==> src/rtl/sp_pkg.sv <==
package sp_pkg;
  localparam int CODE_W = 3;
  localparam int SLOTS  = 1 << CODE_W;

  typedef enum logic [2:0] {
    OP_NONE, OP_WR, OP_INC, OP_DEC, OP_ROL, OP_ROR
  } sp_op_e;

  localparam logic [CODE_W-1:0] CODE_ACC = 3'b000;
  localparam logic [CODE_W-1:0] CODE_H   = 3'b101;
  localparam logic [CODE_W-1:0] CODE_L   = 3'b110;
  localparam logic [CODE_W-1:0] CODE_MEM = 3'b111;

  // Physical placement of a register code.
  function automatic logic [CODE_W-1:0] slot_of(input logic [CODE_W-1:0] c);
    return {c[2] ^ c[1], c[1] ^ c[0], c[0]};
  endfunction
endpackage

==> src/rtl/sp_op_select.sv <==
module sp_op_select
  import sp_pkg::*;
(
  input  logic [CODE_W-1:0] code,
  input  logic              wr_en,
  input  logic              inc,
  input  logic              dec,
  input  logic              rot_left,
  input  logic              rot_right,
  output sp_op_e            op,
  output logic [CODE_W-1:0] slot,
  output logic              is_mem,
  output logic              apply,
  output logic              mem_req
);
  always_comb begin
    if (wr_en)          op = OP_WR;
    else if (inc)       op = OP_INC;
    else if (dec)       op = OP_DEC;
    else if (rot_left)  op = OP_ROL;
    else if (rot_right) op = OP_ROR;
    else                op = OP_NONE;
  end

  assign slot   = slot_of(code);
  assign is_mem = (code == CODE_MEM);

  logic reg_op, count_op;
  assign count_op = (op == OP_INC) || (op == OP_DEC);
  assign reg_op   = (op == OP_WR) || count_op;

  // A register op lands in storage unless it names the memory operand,
  // and counts never touch the accumulator.
  assign apply   = reg_op && !is_mem && !(count_op && code == CODE_ACC);
  assign mem_req = reg_op && is_mem;
endmodule

==> src/rtl/sp_slot_bank.sv <==
module sp_slot_bank
  import sp_pkg::*;
#(
  parameter int DATA_W = 8
) (
  input  logic                          clk,
  input  logic                          rst_n,
  input  sp_op_e                        op,
  input  logic [CODE_W-1:0]             slot,
  input  logic                          apply,
  input  logic [DATA_W-1:0]             wdata,
  input  logic                          carry_in,
  output logic [SLOTS-1:0][DATA_W-1:0]  slot_q,
  output logic                          carry_out,
  output logic                          count_zero
);
  localparam logic [CODE_W-1:0] SLOT_ACC  = slot_of(CODE_ACC);
  localparam logic [CODE_W-1:0] SLOT_HOLE = slot_of(CODE_MEM);

  function automatic logic [DATA_W-1:0] count_step(input logic [DATA_W-1:0] v,
                                                   input logic up);
    return up ? v + 1'b1 : v - 1'b1;
  endfunction

  // Returns {bit shifted out, new value}.
  function automatic logic [DATA_W:0] rotate_c(input logic [DATA_W-1:0] v,
                                               input logic ci, input logic left);
    return left ? {v[DATA_W-1], v[DATA_W-2:0], ci}
                : {v[0], ci, v[DATA_W-1:1]};
  endfunction

  logic [DATA_W-1:0] cur_val, step_val, rot_val;
  logic              rot_co, rot_ev, count_ev;

  assign cur_val           = slot_q[slot];
  assign step_val          = count_step(cur_val, op == OP_INC);
  assign {rot_co, rot_val} = rotate_c(slot_q[SLOT_ACC], carry_in, op == OP_ROL);
  assign rot_ev            = (op == OP_ROL) || (op == OP_ROR);
  assign count_ev          = apply && ((op == OP_INC) || (op == OP_DEC));

  for (genvar s = 0; s < SLOTS; s++) begin : g_slot
    if (CODE_W'(s) == SLOT_HOLE) begin : g_hole
      assign slot_q[s] = '0;
    end else begin : g_reg
      logic [DATA_W-1:0] q;
      always_ff @(posedge clk or negedge rst_n) begin
        if (!rst_n)
          q <= '0;
        else if (apply && slot == CODE_W'(s))
          q <= (op == OP_WR) ? wdata : step_val;
        else if (CODE_W'(s) == SLOT_ACC && rot_ev)
          q <= rot_val;
      end
      assign slot_q[s] = q;
    end
  end

  always_ff @(posedge clk or negedge rst_n) begin
    if (!rst_n) begin
      carry_out  <= 1'b0;
      count_zero <= 1'b0;
    end else begin
      if (rot_ev)   carry_out  <= rot_co;
      if (count_ev) count_zero <= (step_val == '0);
    end
  end
endmodule

==> src/rtl/scratchpad_regfile.sv <==
module scratchpad_regfile
  import sp_pkg::*;
#(
  parameter int DATA_W  = 8,
  parameter int HI_BITS = 6,
  localparam int ADDR_W = HI_BITS + DATA_W
) (
  input  logic              clk,
  input  logic              rst_n,
  input  logic [2:0]        sel,
  input  logic [DATA_W-1:0] wdata,
  input  logic              wr_en,
  input  logic              inc,
  input  logic              dec,
  input  logic              rot_left,
  input  logic              rot_right,
  input  logic              carry_in,
  output logic [DATA_W-1:0] rdata,
  output logic [ADDR_W-1:0] mem_addr,
  output logic              mem_req,
  output logic              carry_out,
  output logic              count_zero
);
  localparam logic [CODE_W-1:0] SLOT_ACC = slot_of(CODE_ACC);
  localparam logic [CODE_W-1:0] SLOT_H   = slot_of(CODE_H);
  localparam logic [CODE_W-1:0] SLOT_L   = slot_of(CODE_L);

  sp_op_e                       op;
  logic [CODE_W-1:0]            slot;
  logic                         is_mem, apply;
  logic [SLOTS-1:0][DATA_W-1:0] slot_q;
  logic [DATA_W-1:0]            acc_q;

  sp_op_select u_sel (
    .code(sel), .wr_en(wr_en), .inc(inc), .dec(dec),
    .rot_left(rot_left), .rot_right(rot_right),
    .op(op), .slot(slot), .is_mem(is_mem), .apply(apply), .mem_req(mem_req)
  );

  sp_slot_bank #(.DATA_W(DATA_W)) u_bank (
    .clk(clk), .rst_n(rst_n), .op(op), .slot(slot), .apply(apply),
    .wdata(wdata), .carry_in(carry_in), .slot_q(slot_q),
    .carry_out(carry_out), .count_zero(count_zero)
  );

  assign acc_q    = slot_q[SLOT_ACC];
  assign rdata    = is_mem ? '0 : slot_q[slot];
  assign mem_addr = {slot_q[SLOT_H][HI_BITS-1:0], slot_q[SLOT_L]};

  logic count_hit;
  assign count_hit = apply && (op == OP_INC || op == OP_DEC);

  // a memory-operand access leaves every slot untouched
  a_r4_mem_no_change: assert property (@(posedge clk) disable iff (!rst_n)
    mem_req |=> $stable(slot_q));

  // a write lands in the slot chosen by the code
  a_r3_write_lands: assert property (@(posedge clk) disable iff (!rst_n)
    (apply && op == OP_WR) |=> slot_q[$past(slot)] == $past(wdata));


  a_r5_inc_wraps: assert property (@(posedge clk) disable iff (!rst_n)
    (apply && op == OP_INC) |=> slot_q[$past(slot)] == DATA_W'($past(rdata) + 1'b1));


  a_r6_dec_wraps: assert property (@(posedge clk) disable iff (!rst_n)
    (apply && op == OP_DEC) |=> slot_q[$past(slot)] == DATA_W'($past(rdata) - 1'b1));

  // zero indication follows the counted result
  a_r5_zero_flag: assert property (@(posedge clk) disable iff (!rst_n)
    count_hit |=> count_zero == (slot_q[$past(slot)] == '0));

  // counts aimed at the accumulator change nothing
  a_r7_acc_count_ignored: assert property (@(posedge clk) disable iff (!rst_n)
    ((op == OP_INC || op == OP_DEC) && sel == CODE_ACC) |=> ($stable(acc_q) && $stable(count_zero)));


  a_r8_rotate_left: assert property (@(posedge clk) disable iff (!rst_n)
    (op == OP_ROL) |=> (acc_q == {$past(acc_q[DATA_W-2:0]), $past(carry_in)}
                        && carry_out == $past(acc_q[DATA_W-1])));


  a_r9_rotate_right: assert property (@(posedge clk) disable iff (!rst_n)
    (op == OP_ROR) |=> (acc_q == {$past(carry_in), $past(acc_q[DATA_W-1:1])}
                        && carry_out == $past(acc_q[0])));

  // a rotate never disturbs the address pair
  a_r11_rotate_keeps_addr: assert property (@(posedge clk) disable iff (!rst_n)
    (op == OP_ROL || op == OP_ROR) |=> $stable(mem_addr));
endmodule

==> config.mk <==
export PLATFORM = sky130hd
export DESIGN_NAME = scratchpad_regfile
export DESIGN_NICKNAME = d
export VERILOG_FILES = /design/src/rtl/sp_pkg.sv /design/src/rtl/sp_op_select.sv /design/src/rtl/sp_slot_bank.sv /design/src/rtl/scratchpad_regfile.sv
export SDC_FILE = /design/constraint.sdc
export NUM_CORES = 1
export LEC_CHECK = 0
export CORE_ASPECT_RATIO = 2
export CORE_UTILIZATION = 55
export DETAILED_ROUTE_END_ITERATION = 6
export GPL_ROUTABILITY_DRIVEN = 0
export PLACE_DENSITY = 0.79
export SYNTH_ARGS = -nofsm -noshare
export SYNTH_HDL_FRONTEND = slang
export SYNTH_SLANG_ARGS = --single-unit
export TNS_END_PERCENT = 5
==> constraint.sdc <==
create_clock -name clk -period 5.05 [get_ports clk]
set_clock_uncertainty 0.05 [all_clocks]
set_input_delay 1.01 -clock clk [delete_from_list [all_inputs] [get_ports clk]]
set_output_delay 1.01 -clock clk [all_outputs]
set_load 0.03 [all_outputs]
==> results of run 1 <==
logic make-up after synthesis:
logic type               synth area share (%)
AO/OA/AOI/OAI                           15.36
XOR/XNOR                                3.851
adder cells (fa/ha/maj)                 3.239
buffers and inverters                   5.650
flip-flops                              41.74
multiplexers                            15.22
AND/OR/NAND/NOR                         14.93
per-stage QoR:
step	power [uW]	worst slack [ps]
after detailed placement	1855	189.3
after global routing	2676	105.7
after floorplan	1533	770.4
after global placement	1825	227.4
after CTS	2545	185.2
final	2540	188.7
state kept, by name, summed over array words and instances (netlist names):
signal,cells
u_bank.carry_out,1
u_bank.count_zero,1
u_bank.g_slot.g_reg.q,56
power groups by stage:
stage | clock network (uW) | registers (uW) | logic (uW)
6_report | 679 | 800 | 1060
5_1_grt | 710 | 820 | 1150
4_1_cts | 686 | 798 | 1060
3_5_place_dp | 0 | 805 | 1050
3_3_place_gp | 0 | 795 | 1030
2_1_floorplan | 0 | 757 | 776
worst min-delay path, cell delays in order, from the launching register on:
cell,delay [ps]
dfrtp_1,340
nand2_1,40
o21ai_0,60
cell usage after synthesis, drive strengths merged (7+ instances only):
| cell | number | area (um2) |
|---|---|---|
| inv | 8 | 30.03 |
| xnor2 | 9 | 97.60 |
| mux4 | 7 | 157.7 |
| mux2 | 17 | 191.4 |
| ha | 9 | 112.6 |
| dfrtp | 58 | 1451 |
| o21ai | 49 | 245.2 |
| a21oi | 11 | 55.05 |
| o21a | 7 | 52.55 |
| buf | 17 | 117.6 |
| nor2 | 15 | 56.30 |
| clkbuf | 13 | 48.80 |
| and2 | 10 | 62.56 |
| nand2 | 67 | 251.5 |
| mux2i | 18 | 180.2 |
how the worst max path moves through the flow:
stage,from,to,slack [ps],cells past startpoint
after CTS,sel[0],rdata[0],190,7
after global routing,sel[0],rdata[0],110,7
after floorplan,sel[0],u_bank.g_slot[0].g_reg.q[7],770,12
after global placement,sel[0],rdata[0],230,7
final,sel[0],rdata[0],190,7
after detailed placement,sel[0],u_bank.g_slot[0].g_reg.q[7],190,14
per-layer routing:
layer	share of wire, %	vias to the layer above
met5	0	-
met4	6.6	0
met3	4.4	40
met2	53	89
met1	36	1324
li1	-	1322
area by class of cell:
class,count,area (um2),area share [%]
inverters,8,30.03,0.7013
clock inverters,5,102.6,2.396
multi-input cells,262,1829,42.72
flip-flops and latches,58,1451,33.90
clock buffers,11,232.7,5.435
well taps,84,105.1,2.455
repair buffers,59,530.5,12.39
==> results.cfg, run 1 <==
[die]
pin_count = 44
core_area_um2 = 6056
placementRows = 40
design.die.area_um2 = 6663
die_height_um = 114.4
die_w_um = 58.22
start_util_pct = 57.42

[yosys]
synthCells = 358
synth-seq-cells = 58
ys_seq_area_share_pct = 41.74
syn_nets = 386
yosys.cell_types.count = 45
synthArstFlopShare_pct = 100.0
netlist_area_um2 = 3477
synth_ff_type = dfrtp_1
yosysWarnings = 0
synth_edf_count = 0
syn_area_per_cell_um2 = 9.713

[pwr]
pwr_density_cell_nw_per_um2 = 593.2
power_frac_comb_pct = 41.7
swShare_pct = 36.52
p_leak_uw = 0.001916
cell_internal_pwr_uw = 1612
switching_power_uw = 927.6
ir_drop_mv = 0.4827
pwr-share-seq_pct = 31.5
p_clk_share_pct = 26.8

[drt]
drc = 0
drtIter0Drc = 167
wire_per_inst_um = 17.69
dr.pass1.iters = 4
num_vias = 2775
avgViaCountPerCell = 5.698
wl_um = 8617
drtAntennaViolNets = 0

[setup_path]
path_class = input port to primary output
r2r-end = u_bank.g_slot[0].g_reg.q[7]
critPathSlowestCell = clkdlybuf4s50_1
path_common_cell = clkdlybuf4s50_1
slowest_delay_ps = 580
regToRegSetupSlack_ps = 1890
cp.required_ps = 3990
cp.buffers_inverters = 3
crit_family = buffers and inverters
start_kind = input port
path_cells = clkdlybuf4s50_1 > inv_1 > ha_1 > mux2_2 > mux4_2 > and2_1 > clkdlybuf4s50_1
arrival_ps = 3800
rr_worst_depth = 10
crit_fanout = 11
rr_startpoint = u_bank.g_slot[7].g_reg.q[2]
cp-end-kind = primary output

[clock_network]
clock_path_buffers = 2
cts_hold_buffers = 0
clock_latency_ps = 320
cts_htree_levels = 3
clock_sink_count = 58
root_buffer = clkbuf_16
numCtsBuffers = 9
cts_setup_buffers = 0
cts_tree = yes
clk_pin_slew_ps = 50
cts_resized = 0

[placement]
placed_cell_area_um2 = 3946
io_buffer_count = 43
dp.cells = 471
dp_hpwl_um = 6408

[sta]
max_slew_margin_pct = 31.74
max_slew.worst_pin.slew_ps = 1022
rsz0062_at_grt = no
report.final.slew_viol_count = 0
min_period_over_period_pct = 96.26
final-hold-violation-count = 0
fmax_ghz = 0.2057
setup_tns_ps = 0
period_minus_slack_ps = 4861
holdWs_ps = 431.4
finalSetupViolations = 0

[cells_and_area]
fin_area_um2 = 4282
synthToLayoutAreaGrowth_pct = 23.14
nFillCells = 453
fin_util_pct = 70.70
final_cell_mix = 67 x nand2_1, 58 x dfrtp_1, 42 x o21ai_0
layout_commonest_cell = nand2_1
diodes = 0
final_cells = 487
nNetsFinal = 426
drive_gt1_share_pct = 15.38

[global_route]
grtUsageTotal_pct = 28.32
grt-busiest-layer = met2
grt-ovfl-total = 0
met3_usage_pct = 6.780
grt_antenna_before_repair = 0
use_met1_pct = 29.92
grt_pass1_wl_um = 13690
grt_pass1_vias = 2770
grt_max_degree = 59
grt_util_met2_pct = 46.74

[worst_hold_path]
min_from = u_bank.g_slot[5].g_reg.q[3]
hold_path_class = flip-flop to flip-flop
whs_path_depth = 2
min_to = u_bank.g_slot[5].g_reg.q[3]

[run_status]
outcome = complete, no violations

[job]
maxCapViolCount = 0
(Power assumes the default switching activity.)
==> run 2, diff against run 1 <==
--- a/config.mk
+++ b/config.mk
@@ -6,10 +6,11 @@
 export NUM_CORES = 1
 export LEC_CHECK = 0
 export CORE_ASPECT_RATIO = 2
-export CORE_UTILIZATION = 55
+export CORE_UTILIZATION = 45
+export CTS_CLUSTER_DIAMETER = 30
 export DETAILED_ROUTE_END_ITERATION = 6
 export GPL_ROUTABILITY_DRIVEN = 0
-export PLACE_DENSITY = 0.79
+export PLACE_DENSITY = 0.67
 export SYNTH_ARGS = -nofsm -noshare
 export SYNTH_HDL_FRONTEND = slang
 export SYNTH_SLANG_ARGS = --single-unit
==> run 2 against run 1 <==
Final cell count up 1.8%. Critical path depth unchanged. Non-clock buffer count down 1. Die area up 22%. Final area up 0.20%. Clock power about the same. Utilization down 14 points. First-iteration DRC count down 9.6%. Register-to-register slack worse by 40 ps. Power about the same. Global-route usage down 4.1 points. Largest cell class unchanged. Largest power group unchanged. Highest routed layer unchanged.
==> results.cfg, run 2 (synthesis gave the netlist of run 1 again) <==
[cells_and_area]
final_cells = 496
largest_reg_flops = 56
nNetsFinal = 425
fin_util_pct = 56.87
synthToLayoutAreaGrowth_pct = 23.39
drive_gt1_share_pct = 15.67
nFillCells = 680
regArea_um2 = 1451
layout_commonest_cell = nand2_1
reg_top3 = u_bank.g_slot.g_reg.q (56), u_bank.carry_out (1), u_bank.count_zero (1)
diodes = 0
multiInputGateArea_um2 = 1829
final_cell_mix = 67 x nand2_1, 58 x dfrtp_1, 42 x o21ai_0
regMostFlops = u_bank.g_slot.g_reg.q

[sta]
report.final.slew_viol_count = 0
fmax_ghz = 0.2073
max_slew.worst_pin.slew_ps = 1022
period_minus_slack_ps = 4825
finalSetupViolations = 0
max_slew_margin_pct = 31.73
min_period_over_period_pct = 95.54
setup_tns_ps = 0
rsz0062_at_grt = no
final-hold-violation-count = 0

[drt]
wl_um = 8810
wire_per_inst_um = 17.76
drtAntennaViolNets = 0
drtIter0Drc = 151
avgViaCountPerCell = 5.530
drc = 0
dr.pass1.iters = 4
num_vias = 2743

[global_route]
grt_antenna_before_repair = 0
grt_pass1_wl_um = 14390
grt-ovfl-total = 0
grt_max_degree = 59
grtUsageTotal_pct = 24.18
grt_pass1_vias = 2756

[die]
pin_count = 44
design.die.area_um2 = 8103
core_area_um2 = 7545
start_util_pct = 46.09
die_w_um = 64.16
die_height_um = 126.3
placementRows = 45

[clock_network]
clock_sink_count = 58
cts_hold_buffers = 0
numCtsBuffers = 9
cts_tree = yes
cts_setup_buffers = 0
cts_htree_levels = 3
clk_pin_slew_ps = 50
root_buffer = clkbuf_16
cts_resized = 0
clock_path_buffers = 2
clock_latency_ps = 330

[run_status]
outcome = complete, no violations

[pwr]
power_frac_comb_pct = 41.8
swShare_pct = 36.97
power.total_uw = 2541
ir_drop_mv = 0.2806
pwr_density_cell_nw_per_um2 = 592.3
pwr-share-seq_pct = 31.6
p_clk_share_pct = 26.6
cell_internal_pwr_uw = 1602
switching_power_uw = 939.3
p_leak_uw = 0.001916

[placement]
dp.cells = 480
dp_hpwl_um = 6678
io_buffer_count = 43

[setup_path]
crit_fanout = 11
cp-end-kind = primary output
path_class = input port to primary output
arrival_ps = 3760
start_kind = input port
cp.required_ps = 3990

[job]
maxCapViolCount = 0

[worst_hold_path]
hold_path_class = flip-flop to flip-flop
-- run 2: routing by layer --
metal / vias up / wire (um) / global-route usage, %
met1: 1319 / 3226 / 27.01
met4: 0 / 477 / 16.08
met2: 76 / 4838 / 41.68
met3: 29 / 267 / 3.597
li1: 1319 / - / -
met5: - / 0 / 0
-- run 2: cell type report --
type | count | share of cell area (%)
Multi-Input combinational cell | 262 | 42.64
Sequential cell | 58 | 33.83
Timing Repair Buffer | 58 | 12.19
Clock buffer | 12 | 6.212
Tap cell | 94 | 2.741
Clock inverter | 4 | 1.691
Inverter | 8 | 0.6999
-- run 2: final timing paths --
check | startpoint | slack, ps | to | cells after the start
worst min-delay path | u_bank.g_slot[3].g_reg.q[3] | 430 | u_bank.g_slot[3].g_reg.q[3] | 2
worst max register to register | u_bank.g_slot[7].g_reg.q[2] | 1850 | u_bank.g_slot[5].g_reg.q[7] | 10
worst min register to register | u_bank.g_slot[3].g_reg.q[3] | 430 | u_bank.g_slot[3].g_reg.q[3] | 2
worst max-delay path | sel[0] | 230 | rdata[0] | 7
min in group asynchronous | rst_n | 770 | u_bank.g_slot[6].g_reg.q[2] | 2
max in group asynchronous | rst_n | 3670 | u_bank.g_slot[0].g_reg.q[1] | 2
-- run 2: worst max-delay path, cell delays in order --
cell	delay [ps]
clkdlybuf4s50_1	510
inv_1	80
ha_1	540
mux2_2	380
mux4_2	500
and2_1	170
clkdlybuf4s50_1	580
-- run 2: power groups by stage --
stage / Combinational (uW) / Sequential (uW) / Clock [uW]
floorplan: 776 / 757 / 0
global placement: 1040 / 799 / 0
detailed placement: 1060 / 810 / 0
CTS: 1060 / 801 / 686
global route: 1160 / 824 / 709
finish: 1060 / 802 / 677
-- run 2: stage by stage --
| step | worst slack [ps] | hold slack (ps) | instance area (um2) |
|---|---|---|---|
| 3_5_place_dp | 210.1 | 418.1 | 3951 |
| 5_1_grt | 126.6 | 453.8 | 4290 |
| 4_1_cts | 215.9 | 430.1 | 4290 |
| 6_report | 225.4 | 431.6 | 4290 |
| 2_1_floorplan | 770.4 | 392.4 | 3477 |
| 3_3_place_gp | 249.9 | 407.7 | 3951 |
